==> src/rtl/pwm_timer_pkg.sv <==
package pwm_timer_pkg;
    typedef enum logic [1:0] {
        ST_IDLE = 2'd0,
        ST_UP   = 2'd1,
        ST_DOWN = 2'd2
    } cnt_state_e;

    localparam int CTL_W      = 6;
    localparam int CENTER_BIT = 5;
    localparam int CLK_LO     = 3;
    localparam int CH_EN_BIT  = 5;
    localparam int CH_HI_BIT  = 3;
    localparam int CH_LO_BIT  = 2;

    localparam logic [1:0] SRC_OFF = 2'b00;
    localparam logic [1:0] SRC_SYS = 2'b01;
    localparam logic [1:0] SRC_FIX = 2'b10;
    localparam logic [1:0] SRC_EXT = 2'b11;

    localparam int A_CTRL   = 0;
    localparam int A_CNT    = 1;
    localparam int A_MOD    = 2;
    localparam int A_INIT   = 3;
    localparam int A_MASK   = 4;
    localparam int A_OINIT  = 5;
    localparam int A_CH_CTL = 8;
    localparam int A_CH_VAL = 16;
endpackage

==> src/rtl/pwm_timer_prescale.sv <==
module pwm_timer_prescale
    import pwm_timer_pkg::*;
#(
    parameter int PS_W = 3
) (
    input  logic            clk,
    input  logic            rst_n,
    input  logic [1:0]      clk_sel,
    input  logic [PS_W-1:0] ps_sel,
    input  logic            fixed_tick,
    input  logic            ext_tick,
    output logic            tick
);
    localparam int DIV_W = (1 << PS_W) - 1;

    logic [DIV_W-1:0] pre_q;
    logic [DIV_W-1:0] lim;
    logic             src_en;

    always_comb begin
        unique case (clk_sel)
            SRC_OFF: src_en = 1'b0;
            SRC_SYS: src_en = 1'b1;
            SRC_FIX: src_en = fixed_tick;
            SRC_EXT: src_en = ext_tick;
        endcase
    end

    assign lim  = ~({DIV_W{1'b1}} << ps_sel);
    assign tick = src_en && (pre_q >= lim);

    always_ff @(posedge clk or negedge rst_n) begin
        if (!rst_n) begin
            pre_q <= '0;
        end else if (tick) begin
            pre_q <= '0;
        end else if (src_en) begin
            pre_q <= pre_q + 1'b1;
        end
    end
endmodule

==> src/rtl/pwm_timer_counter.sv <==
module pwm_timer_counter
    import pwm_timer_pkg::*;
#(
    parameter int CNT_W = 16
) (
    input  logic             clk,
    input  logic             rst_n,
    input  logic             tick,
    input  logic             center,
    input  logic [CNT_W-1:0] init_val,
    input  logic [CNT_W-1:0] mod_shadow,
    output logic [CNT_W-1:0] cnt_q,
    output cnt_state_e       state_q,
    output logic             load,
    output logic [CNT_W-1:0] mod_act
);
    cnt_state_e       state_d;
    logic [CNT_W-1:0] cnt_d;
    logic             at_base;

    // one step above the start value: the next step down closes the period
    assign at_base = ({1'b0, cnt_q} <= ({1'b0, init_val} + 1'b1));

    always_comb begin
        state_d = state_q;
        cnt_d   = cnt_q;
        load    = 1'b0;
        if (tick) begin
            unique case (state_q)
                ST_IDLE: begin
                    cnt_d   = init_val;
                    state_d = ST_UP;
                    load    = 1'b1;
                end
                ST_UP: begin
                    if (cnt_q >= mod_act) begin
                        if (center && (mod_act > init_val) && !at_base) begin
                            cnt_d   = cnt_q - 1'b1;
                            state_d = ST_DOWN;
                        end else begin
                            cnt_d = init_val;
                            load  = 1'b1;
                        end
                    end else begin
                        cnt_d = cnt_q + 1'b1;
                    end
                end
                ST_DOWN: begin
                    if (!center || at_base) begin
                        cnt_d   = init_val;
                        state_d = ST_UP;
                        load    = 1'b1;
                    end else begin
                        cnt_d = cnt_q - 1'b1;
                    end
                end
                default: state_d = ST_IDLE;
            endcase
        end
    end

    always_ff @(posedge clk or negedge rst_n) begin
        if (!rst_n) begin
            state_q <= ST_IDLE;
            cnt_q   <= '0;
            mod_act <= '1;
        end else begin
            state_q <= state_d;
            cnt_q   <= cnt_d;
            if (load) begin
                mod_act <= mod_shadow;
            end
        end
    end
endmodule

==> src/rtl/pwm_timer_channel.sv <==
module pwm_timer_channel #(
    parameter int CNT_W = 16
) (
    input  logic             clk,
    input  logic             rst_n,
    input  logic             adv,
    input  logic             load,
    input  logic             down,
    input  logic [CNT_W-1:0] cnt_q,
    input  logic [CNT_W-1:0] cv_shadow,
    input  logic             en,
    input  logic             hi,
    input  logic             lo,
    output logic             lvl_q
);
    logic [CNT_W-1:0] cv_act;
    logic             active;
    logic             lvl_d;

    // counting down the match sets the output, counting up it clears it
    assign active = down ? (cnt_q <= cv_act) : (cnt_q < cv_act);
    assign lvl_d  = en & (hi ? active : (lo & ~active));

    always_ff @(posedge clk or negedge rst_n) begin
        if (!rst_n) begin
            cv_act <= '0;
            lvl_q  <= 1'b0;
        end else begin
            if (load) begin
                cv_act <= cv_shadow;
            end
            if (adv) begin
                lvl_q <= lvl_d;
            end
        end
    end
endmodule

==> src/rtl/pwm_timer.sv <==
module pwm_timer
    import pwm_timer_pkg::*;
#(
    parameter int NUM_CH = 4,
    parameter int CNT_W  = 16,
    parameter int ADDR_W = 5,
    parameter int PS_W   = 3
) (
    input  logic              clk,
    input  logic              rst_n,
    input  logic              wr_en,
    input  logic [ADDR_W-1:0] addr,
    input  logic [CNT_W-1:0]  wdata,
    output logic [CNT_W-1:0]  rdata,
    input  logic              fixed_tick,
    input  logic              ext_tick,
    output logic [NUM_CH-1:0] pwm_out
);
    logic [CTL_W-1:0]  ctrl_q;
    logic [CNT_W-1:0]  mod_sh;
    logic [CNT_W-1:0]  init_q;
    logic [NUM_CH-1:0] mask_q;
    logic [NUM_CH-1:0] oinit_q;
    logic [CTL_W-1:0]  chctl_q [NUM_CH];
    logic [CNT_W-1:0]  cv_sh   [NUM_CH];

    logic [1:0]        clk_sel;
    logic [PS_W-1:0]   ps_sel;
    logic              center;
    logic              tick;
    logic              adv_q;
    logic              load;
    cnt_state_e        state_q;
    logic [CNT_W-1:0]  cnt_q;
    logic [CNT_W-1:0]  mod_act;
    logic [NUM_CH-1:0] lvl;

    assign clk_sel = ctrl_q[CLK_LO+1:CLK_LO];
    assign ps_sel  = ctrl_q[PS_W-1:0];
    assign center  = ctrl_q[CENTER_BIT];

    always_ff @(posedge clk or negedge rst_n) begin
        if (!rst_n) begin
            ctrl_q  <= '0;
            mod_sh  <= '1;
            init_q  <= '0;
            mask_q  <= '1;
            oinit_q <= '0;
            for (int i = 0; i < NUM_CH; i++) begin
                chctl_q[i] <= '0;
                cv_sh[i]   <= '0;
            end
        end else if (wr_en) begin
            case (addr)
                ADDR_W'(A_CTRL):  ctrl_q  <= wdata[CTL_W-1:0];
                ADDR_W'(A_MOD):   mod_sh  <= wdata;
                ADDR_W'(A_INIT):  init_q  <= wdata;
                ADDR_W'(A_MASK):  mask_q  <= wdata[NUM_CH-1:0];
                ADDR_W'(A_OINIT): oinit_q <= wdata[NUM_CH-1:0];
                default: ;
            endcase
            for (int i = 0; i < NUM_CH; i++) begin
                if (addr == ADDR_W'(A_CH_CTL + i)) chctl_q[i] <= wdata[CTL_W-1:0];
                if (addr == ADDR_W'(A_CH_VAL + i)) cv_sh[i]   <= wdata;
            end
        end
    end

    always_comb begin
        rdata = '0;
        case (addr)
            ADDR_W'(A_CTRL):  rdata = CNT_W'(ctrl_q);
            ADDR_W'(A_CNT):   rdata = cnt_q;
            ADDR_W'(A_MOD):   rdata = mod_sh;
            ADDR_W'(A_INIT):  rdata = init_q;
            ADDR_W'(A_MASK):  rdata = CNT_W'(mask_q);
            ADDR_W'(A_OINIT): rdata = CNT_W'(oinit_q);
            default: ;
        endcase
        for (int i = 0; i < NUM_CH; i++) begin
            if (addr == ADDR_W'(A_CH_CTL + i)) rdata = CNT_W'(chctl_q[i]);
            if (addr == ADDR_W'(A_CH_VAL + i)) rdata = cv_sh[i];
        end
    end

    always_ff @(posedge clk or negedge rst_n) begin
        if (!rst_n) adv_q <= 1'b0;
        else        adv_q <= tick;
    end

    pwm_timer_prescale #(.PS_W(PS_W)) u_pre (
        .clk        (clk),
        .rst_n      (rst_n),
        .clk_sel    (clk_sel),
        .ps_sel     (ps_sel),
        .fixed_tick (fixed_tick),
        .ext_tick   (ext_tick),
        .tick       (tick)
    );

    pwm_timer_counter #(.CNT_W(CNT_W)) u_cnt (
        .clk        (clk),
        .rst_n      (rst_n),
        .tick       (tick),
        .center     (center),
        .init_val   (init_q),
        .mod_shadow (mod_sh),
        .cnt_q      (cnt_q),
        .state_q    (state_q),
        .load       (load),
        .mod_act    (mod_act)
    );

    for (genvar g = 0; g < NUM_CH; g++) begin : g_ch
        pwm_timer_channel #(.CNT_W(CNT_W)) u_ch (
            .clk       (clk),
            .rst_n     (rst_n),
            .adv       (adv_q),
            .load      (load),
            .down      (state_q == ST_DOWN),
            .cnt_q     (cnt_q),
            .cv_shadow (cv_sh[g]),
            .en        (chctl_q[g][CH_EN_BIT]),
            .hi        (chctl_q[g][CH_HI_BIT]),
            .lo        (chctl_q[g][CH_LO_BIT]),
            .lvl_q     (lvl[g])
        );
        assign pwm_out[g] = mask_q[g] ? oinit_q[g] : lvl[g];
    end
endmodule

==> config.mk <==
export PLATFORM = sky130hd
export DESIGN_NAME = pwm_timer
export DESIGN_NICKNAME = d
export VERILOG_FILES = /design/src/rtl/pwm_timer_pkg.sv /design/src/rtl/pwm_timer_prescale.sv /design/src/rtl/pwm_timer_counter.sv /design/src/rtl/pwm_timer_channel.sv /design/src/rtl/pwm_timer.sv
export SDC_FILE = /design/constraint.sdc
export NUM_CORES = 1
export LEC_CHECK = 0
export BUFFER_PORTS_ARGS = -buffer_cell sky130_fd_sc_hd__buf_4
export CAP_MARGIN = 20
export CORE_AREA = 5 5 179 198
export DETAILED_ROUTE_END_ITERATION = 6
export DIE_AREA = 0 0 184 203
export SYNTH_ARGS = -nofsm -noshare
export SYNTH_HDL_FRONTEND = slang
export SYNTH_SLANG_ARGS = --single-unit
==> constraint.sdc <==
create_clock -name clk -period 5.75 [get_ports clk]
set_clock_uncertainty 0.2 [all_clocks]
set_input_delay 1.15 -clock clk [delete_from_list [all_inputs] [get_ports clk]]
set_output_delay 1.15 -clock clk [all_outputs]
set_load 0.03 [all_outputs]
# --- Word level (Yosys, flattened, before mapping) ---
# Cells that the tools add are included.
op_classes:
  order_cmp: 12
  eq_ne: 21
  n_bitwise: 13
  muxes: 37
  n_shift: 1
  reduce_logical: 26
  addsub: 4
op_table:
  columns: ["op", "count"]
  rows:
  - ["16-bit two-way mux", 11]
  - ["16-bit one-hot mux with 6 select lines", 1]
  - ["16-bit <= comparator", 4]
  - ["16-bit less-than comparator", 4]
  - ["16-bit one-hot mux with 3 select lines", 1]
  - ["2-bit AND reduction", 14]
  - ["5-bit by 4-bit == test with 1-bit output (second input constant)", 4]
  - ["5-bit == test (second input constant)", 4]
  - ["16-bit by 1-bit adder with 17-bit output (second input constant)", 1]
  - ["16-bit by 17-bit <= comparator with 1-bit output", 1]
  - ["16-bit by 1-bit adder with 16-bit output (second input constant)", 1]
  - ["16-bit greater-or-equal comparator", 1]
  - ["16-bit greater-than comparator", 1]
  - ["1-bit two-way mux", 16]
  - ["16-bit by 1-bit subtractor with 16-bit output (second input constant)", 1]
  - ["7-bit two-way mux", 2]
  - ["5-bit by 2-bit == test with 1-bit output (second input constant)", 2]
  - ["5-bit by 3-bit == test with 1-bit output (second input constant)", 2]
  - ["1-bit AND", 8]
  - ["7-bit by 1-bit adder with 7-bit output (second input constant)", 1]
  - ["7-bit greater-or-equal comparator", 1]
  - ["7-bit inverter", 1]
  - ["7-bit by 3-bit << shifter with 7-bit output (first input constant)", 1]
  - ["2-bit == test (second input constant)", 3]
  - ["other kinds (17)", 28]
word_totals:
  in_bits: 26
  out_inout_bits: 20
  word_cells: 140
  reg_bits: 244

# --- Depth between registers and ports, before layout ---
logic_depth:
  ltp_word: 10
  depth_mapped: 16
  ltp_nobuf: 14

# --- Modules after synthesis ---
# Synthesis repeated with hierarchy kept, for this count alone.
hier_totals:
  cells_unflattened: 1562
  hier_area_um2: 15665.0
by_module_without_submodules:
  columns: ["module", "instances", "cells_each", "seq_area_each_um2", "area_each_um2"]
  rows:
  - ["pwm_timer", 1, 542, 3403.3, 6731.5]
  - ["pwm_timer_counter", 1, 504, 870.8, 4217.8]
  - ["pwm_timer_channel", 4, 112, 425.4, 1034.7]
  - ["pwm_timer_prescale", 1, 68, 175.2, 576.8]

# --- Least setup slack after synthesis ---
# Ideal clock, no wire load.
synth_path:
  path_type: "input port to output port"
  start: "input addr[4]"
  end: "output rdata[5]"
  required_time_ns: 4.400
  slack_ns: 1.542
  path_stages: 6
  path_buffers: 1
  arrival_ns: 2.858
  path_cell_list: "clkbuf_1 nor3b_1 a22oi_1 o21ai_0 nor3_1 o21ai_0"
synth_between:
  elab_chain_len: 10
  word_cells_on_any_way: 23
  classes_between: "13 x eq/ne; 9 x mux; 1 x reduce/logical"
synth_rtl:
  columns: ["element", "line_no", "rtl"]
  rows:
  - ["start, declared", "pwm_timer.sv:12", "input logic [ADDR_W-1:0] addr,"]
  - ["5-bit by 3-bit == test with 1-bit output (tied with other cells)", "pwm_timer.sv:71", "case (addr)"]
  - ["16-bit one-hot mux with 6 select lines", "pwm_timer.sv:71", null]
  - ["16-bit two-way mux", "pwm_timer.sv:81", "if (addr == ADDR_W'(A_CH_CTL + i)) rdata = CNT_W'(chctl_q[i]);"]
  - ["16-bit two-way mux", "pwm_timer.sv:82", "if (addr == ADDR_W'(A_CH_VAL + i)) rdata = cv_sh[i];"]
  - ["16-bit two-way mux", "pwm_timer.sv:81", null]
  - ["16-bit two-way mux", "pwm_timer.sv:82", null]
  - ["16-bit two-way mux", "pwm_timer.sv:81", null]
  - ["16-bit two-way mux", "pwm_timer.sv:82", null]
  - ["16-bit two-way mux", "pwm_timer.sv:81", null]
  - ["16-bit two-way mux *", "pwm_timer.sv:82", null]
  - ["end, declared", "pwm_timer.sv:14", "output logic [CNT_W-1:0] rdata,"]
# Mark *: on every way between the ends. The rest lies on a longest branch, timed or not.

# --- Final worst setup path ---
layout_path:
  start: "register init_q[1]"
  end: "register g_ch[3].u_ch.cv_act[10]"
layout_between:
  elab_chain_len: 8
  word_cells_on_any_way: 12
  classes_between: "1 x add/sub; 2 x order compare; 5 x mux; 4 x reduce/logical"
layout_rtl:
  columns: ["element", "line_no", "rtl"]
  rows:
  - ["start, declared", "pwm_timer.sv:21", "logic [CNT_W-1:0] init_q;"]
  - ["start signal, assigned", "pwm_timer.sv:57", "ADDR_W'(A_INIT): init_q <= wdata;"]
  - ["16-bit by 1-bit adder with 17-bit output", "pwm_timer_counter.sv:22", "assign at_base = ({1'b0, cnt_q} <= ({1'b0, init_val} + 1'b1));"]
  - ["16-bit by 17-bit <= comparator with 1-bit output", "pwm_timer_counter.sv:22", null]
  - ["1-bit zero test", "pwm_timer_counter.sv:37", "if (center && (mod_act > init_val) && !at_base) begin"]
  - ["1-bit logical AND", "pwm_timer_counter.sv:37", null]
  - ["1-bit two-way mux", "pwm_timer_counter.sv:37", null]
  - ["1-bit two-way mux", "pwm_timer_counter.sv:36", "if (cnt_q >= mod_act) begin"]
  - ["1-bit one-hot mux with 3 select lines *", "pwm_timer_counter.sv:29", "unique case (state_q)"]
  - ["1-bit two-way mux *", "pwm_timer_counter.sv:28", "if (tick) begin"]
  - ["end signal, assigned", "pwm_timer_channel.sv:30", "cv_act <= cv_shadow;"]
  - ["end, declared", "pwm_timer_channel.sv:16", "logic [CNT_W-1:0] cv_act;"]
# Marks and branches as above.
# A chain may end at the register's enable or synchronous reset.

==> metrics.json <==
{
  "clocking": {
    "clock-sinks": 244,
    "h-tree-depth": 1,
    "cts_root_buf": "clkbuf_16",
    "clock_latency_ns": 0.58,
    "cts_setup_buffers": 0,
    "post_cts_resize_count": 0,
    "cts_buffers": 29,
    "max-clock-path-buffers": 3,
    "cts.reportedPaths.clkPinSlew_ns": 0.06,
    "cts_hold_repair.buffers": 0,
    "cts_tree": "built"
  },
  "final_layout": {
    "layout.cell_area.non_filler_sq_um": 16770,
    "antenna_cells_inserted": 0,
    "post_route_cells_drive_above_1_share_pct": 25.05,
    "final_nets": 1615,
    "area_used_by_multi_input_combinational_logic_sq_um": 8095,
    "finalCoreUtilization_pct": 50.66,
    "sequential_cell_area_sq_um": 6151,
    "area_added_between_synthesis_and_finish_pct": 11.76,
    "n_fill_cell": 3063,
    "number_of_cells_in_the_finished_layout_apart_from_fillers": 1917
  },
  "pwr": {
    "netSwitchingFraction_pct": 40.40,
    "seq_power_share_pct": 34.8,
    "leakage_nw": 7.399,
    "cellInternalPower_mw": 4.927,
    "power_frac_comb_pct": 42.9,
    "power_switching_mw": 3.340,
    "powerDensity_nw_per_um2": 492.8,
    "irDropWorstVdd_v": 0.0003249,
    "total_power_mw": 8.266,
    "power.clock.fraction_pct": 22.2
  },
  "logic_synthesis": {
    "synth_edf_count": 0,
    "synthDistinctLibCells": 69,
    "synth_ff_type": "dfrtp_1",
    "synth_fp_nets": 1582,
    "synthesis.area_sq_um": 15010,
    "synth_warnings": 0,
    "synthCells": 1429,
    "postSynth.asyncResetShare_pct": 100.0,
    "synthesis.area_per_instance_sq_um": 10.50,
    "synth_seq_cells": 244,
    "synth_seq_area_share_pct": 40.99
  },
  "routing": {
    "dr_wl_met2_um": 20610,
    "postRouteAntennaNets": 0,
    "drt_wl_total_um": 43020,
    "highest_layer": "met5",
    "detail_route.wl_per_cell_um": 22.44,
    "drt_first_iter_violations": 985,
    "drtPass1Iterations": 5,
    "drt_drc_violations_left": 0,
    "post_drt_via_cell_ratio": 5.997,
    "wl_met1_um": 18630,
    "wl_met3_um": 2451,
    "route.vias.total": 11496
  },
  "timing": {
    "grt_setup_unrepaired": "no",
    "finalHoldViolations": 0,
    "slew_headroom_pct": 29.55,
    "post-route-min-period_ns": 4.649,
    "slew_violations": 0,
    "worstMarginPinSlew_ns": 1.054,
    "setup_violations": 0,
    "min_period_over_period_pct": 80.84,
    "fmaxAchievable_mhz": 215.1,
    "worst_slack_ns": 1.101,
    "fin_setup_tns_ns": 0,
    "worst_hold_slack_across_all_endpoints_ns": 0.2901
  },
  "floorplan": {
    "initial_utilization_pct": 45.33,
    "floorplan.die.height_um": 203,
    "fp.dieArea_sq_um": 37350,
    "rows": 70,
    "placeableCoreArea_sq_um": 33110,
    "die_width_um": 184,
    "top_level_ports": 46
  },
  "global_routing": {
    "grt_pass1_vias": 11668,
    "final_global_route_overflow_total": 0,
    "grt_antenna_before_repair": 1,
    "global_route_wire_length_before_repair_um": 68080,
    "global_route.usage.total_pct": 22.97,
    "grt_start_max_net_pins": 103
  },
  "placement": {
    "routabilityCongestion": 0.8971,
    "numPortBuffers": 45,
    "placedInstanceArea_sq_um": 15810,
    "pre_cts_ws_ns": 1.115,
    "post_dp_hpwl_um": 31090,
    "placed_cells_incl_taps": 1863
  },
  "setup_path": {
    "critical_path_peak_fanout": 18,
    "timing.setup.critical_path_class": "reg -> reg",
    "critical_path_arrival_ns": 4.90,
    "critical_path_required_ns": 6.00,
    "setup.worst_path.end_class": "flop",
    "timing.critical_path.from_type": "flop"
  },
  "outcome": {
    "status": "finished, final reports clean"
  },
  "min_path": {
    "hp_class": "reg -> reg"
  },
  "job": {
    "cap_viol_max_count": 0
  }
}
-- power groups by stage --
| stage | logic, mW | registers, mW | clock network [mW] |
|---|---|---|---|
| finish | 3.55 | 2.88 | 1.84 |
| global route | 3.99 | 2.94 | 1.95 |
| CTS | 3.54 | 2.88 | 1.89 |
| detailed placement | 3.52 | 2.91 | 0 |
| global placement | 3.41 | 2.89 | 0 |
| floorplan | 2.64 | 2.59 | 0 |
-- synthesized netlist by cell type (4+ instances only) --
| cell type | n | area share, % |
|---|---|---|
| a222oi_1 | 16 | 1.1 |
| nor2b_1 | 16 | 0.67 |
| a21o_1 | 11 | 0.55 |
| and2_1 | 4 | 0.17 |
| a21oi_1 | 53 | 1.8 |
| buf_2 | 6 | 0.20 |
| nand4_1 | 20 | 0.83 |
| buf_6 | 9 | 0.68 |
| xnor2_1 | 23 | 1.3 |
| o22ai_1 | 12 | 0.50 |
| nor4_1 | 9 | 0.38 |
| o211ai_1 | 8 | 0.40 |
| inv_1 | 113 | 2.8 |
| nor3_1 | 27 | 0.90 |
| nor3b_1 | 4 | 0.20 |
| nand2_1 | 86 | 2.2 |
| o32ai_1 | 4 | 0.23 |
| or3_1 | 7 | 0.29 |
| xor2_1 | 15 | 0.88 |
| ha_1 | 127 | 11 |
| nand3_1 | 50 | 1.7 |
| and4_1 | 10 | 0.58 |
| nand2b_1 | 12 | 0.50 |
| dfstp_2 | 36 | 6.3 |
| a22oi_1 | 32 | 1.6 |
| o21a_1 | 16 | 0.80 |
| o221ai_1 | 8 | 0.47 |
| o21ai_0 | 64 | 2.1 |
| mux2_2 | 210 | 16 |
| and3_1 | 10 | 0.42 |
| nor2_1 | 59 | 1.5 |
| mux2_1 | 12 | 0.90 |
| a211oi_1 | 7 | 0.35 |
| a31oi_1 | 4 | 0.17 |
| mux2i_1 | 7 | 0.47 |
| a221oi_1 | 8 | 0.47 |
| clkbuf_1 | 51 | 1.3 |
| dfrtp_1 | 208 | 35 |
| a2111oi_0 | 5 | 0.29 |
-- placed cells by master (no fill, tap or decap), types with 20 or more instances in the layout --
master	Yosys	final
nand2_1	86	86
nor3_1	27	27
a21oi_1	53	53
o21ai_0	64	64
inv_1	113	113
dfstp_2	36	36
dfrtp_1	208	208
mux2_2	210	210
clkbuf_16	0	29
nand4_1	20	20
ha_1	127	127
xnor2_1	23	23
nor2_1	59	59
a22oi_1	32	32
nand3_1	50	50
buf_4	2	65
-- layer usage --
metal / track usage (%) / vias to the layer above
met4: 6.788 / 2
met2: 38.19 / 353
li1: - / 5315
met3: 3.512 / 96
met5: 0 / -
met1: 31.06 / 5730
-- final cells by class --
cell class              count  share of cell area (%)
multi-input cells        1003                   48.27
inverters                 113                   2.529
repair buffers             71                   3.596
well taps                 432                   3.223
clock buffers              44                   4.901
clock inverters            10                  0.8131
flip-flops and latches    244                   36.67
-- state kept, by name, indices dropped and copies added, names as in the netlist --
register / count
mask_q: 4
g_ch.u_ch.lvl_q: 4
g_ch.u_ch.cv_act: 64
chctl_q: 24
init_q: 16
oinit_q: 4
adv_q: 1
mod_sh: 16
cv_sh: 64
u_cnt.state_q: 2
u_cnt.mod_act: 16
u_pre.pre_q: 7
ctrl_q: 6
u_cnt.cnt_q: 16
-- critical path: stages, from the launching register on --
cell and delay, ns:
dfrtp_1 0.49, ha_1 0.24, nand3_1 0.18, nor3_1 0.43, nand4_1 0.19, xnor2_1 0.17, ha_1 0.28, and4_1 0.22
nand2_1 0.10, o41ai_1 0.13, nor2_1 0.36, nand2_1 0.19, a21o_1 0.23, o21ai_4 0.49, buf_12 0.25, mux2_2 0.35
-- kinds of logic (layout without fill, tap and decap cells) --
group | Yosys count | count (layout) | share of synthesized area [%]
compound gates | 281 | 281 | 12.82
fa+ha+maj | 127 | 127 | 10.59
xor+xnor | 38 | 38 | 2.218
flops | 244 | 244 | 40.99
mux | 229 | 229 | 17.13
simple gates | 328 | 328 | 11.16
buf+inv | 182 | 238 | 5.103
-- path summary, 6_finish.rpt --
check                                  startpoint  slack (ns)                       to  cells past startpoint
setup / recovery                        init_q[1]        1.10  g_ch[3].u_ch.cv_act[10]                     15
hold reg to reg            g_ch[1].u_ch.cv_act[1]        0.29   g_ch[1].u_ch.cv_act[1]                      1
min in group asynchronous                   rst_n        0.40           u_cnt.cnt_q[8]                      1
hold / removal             g_ch[1].u_ch.cv_act[1]        0.29   g_ch[1].u_ch.cv_act[1]                      1
max in group asynchronous                   rst_n        3.77               chctl_q[7]                      2
setup reg to reg                        init_q[1]        1.10  g_ch[3].u_ch.cv_act[10]                     15
No activity file was read; power rests on OpenSTA's default activity.
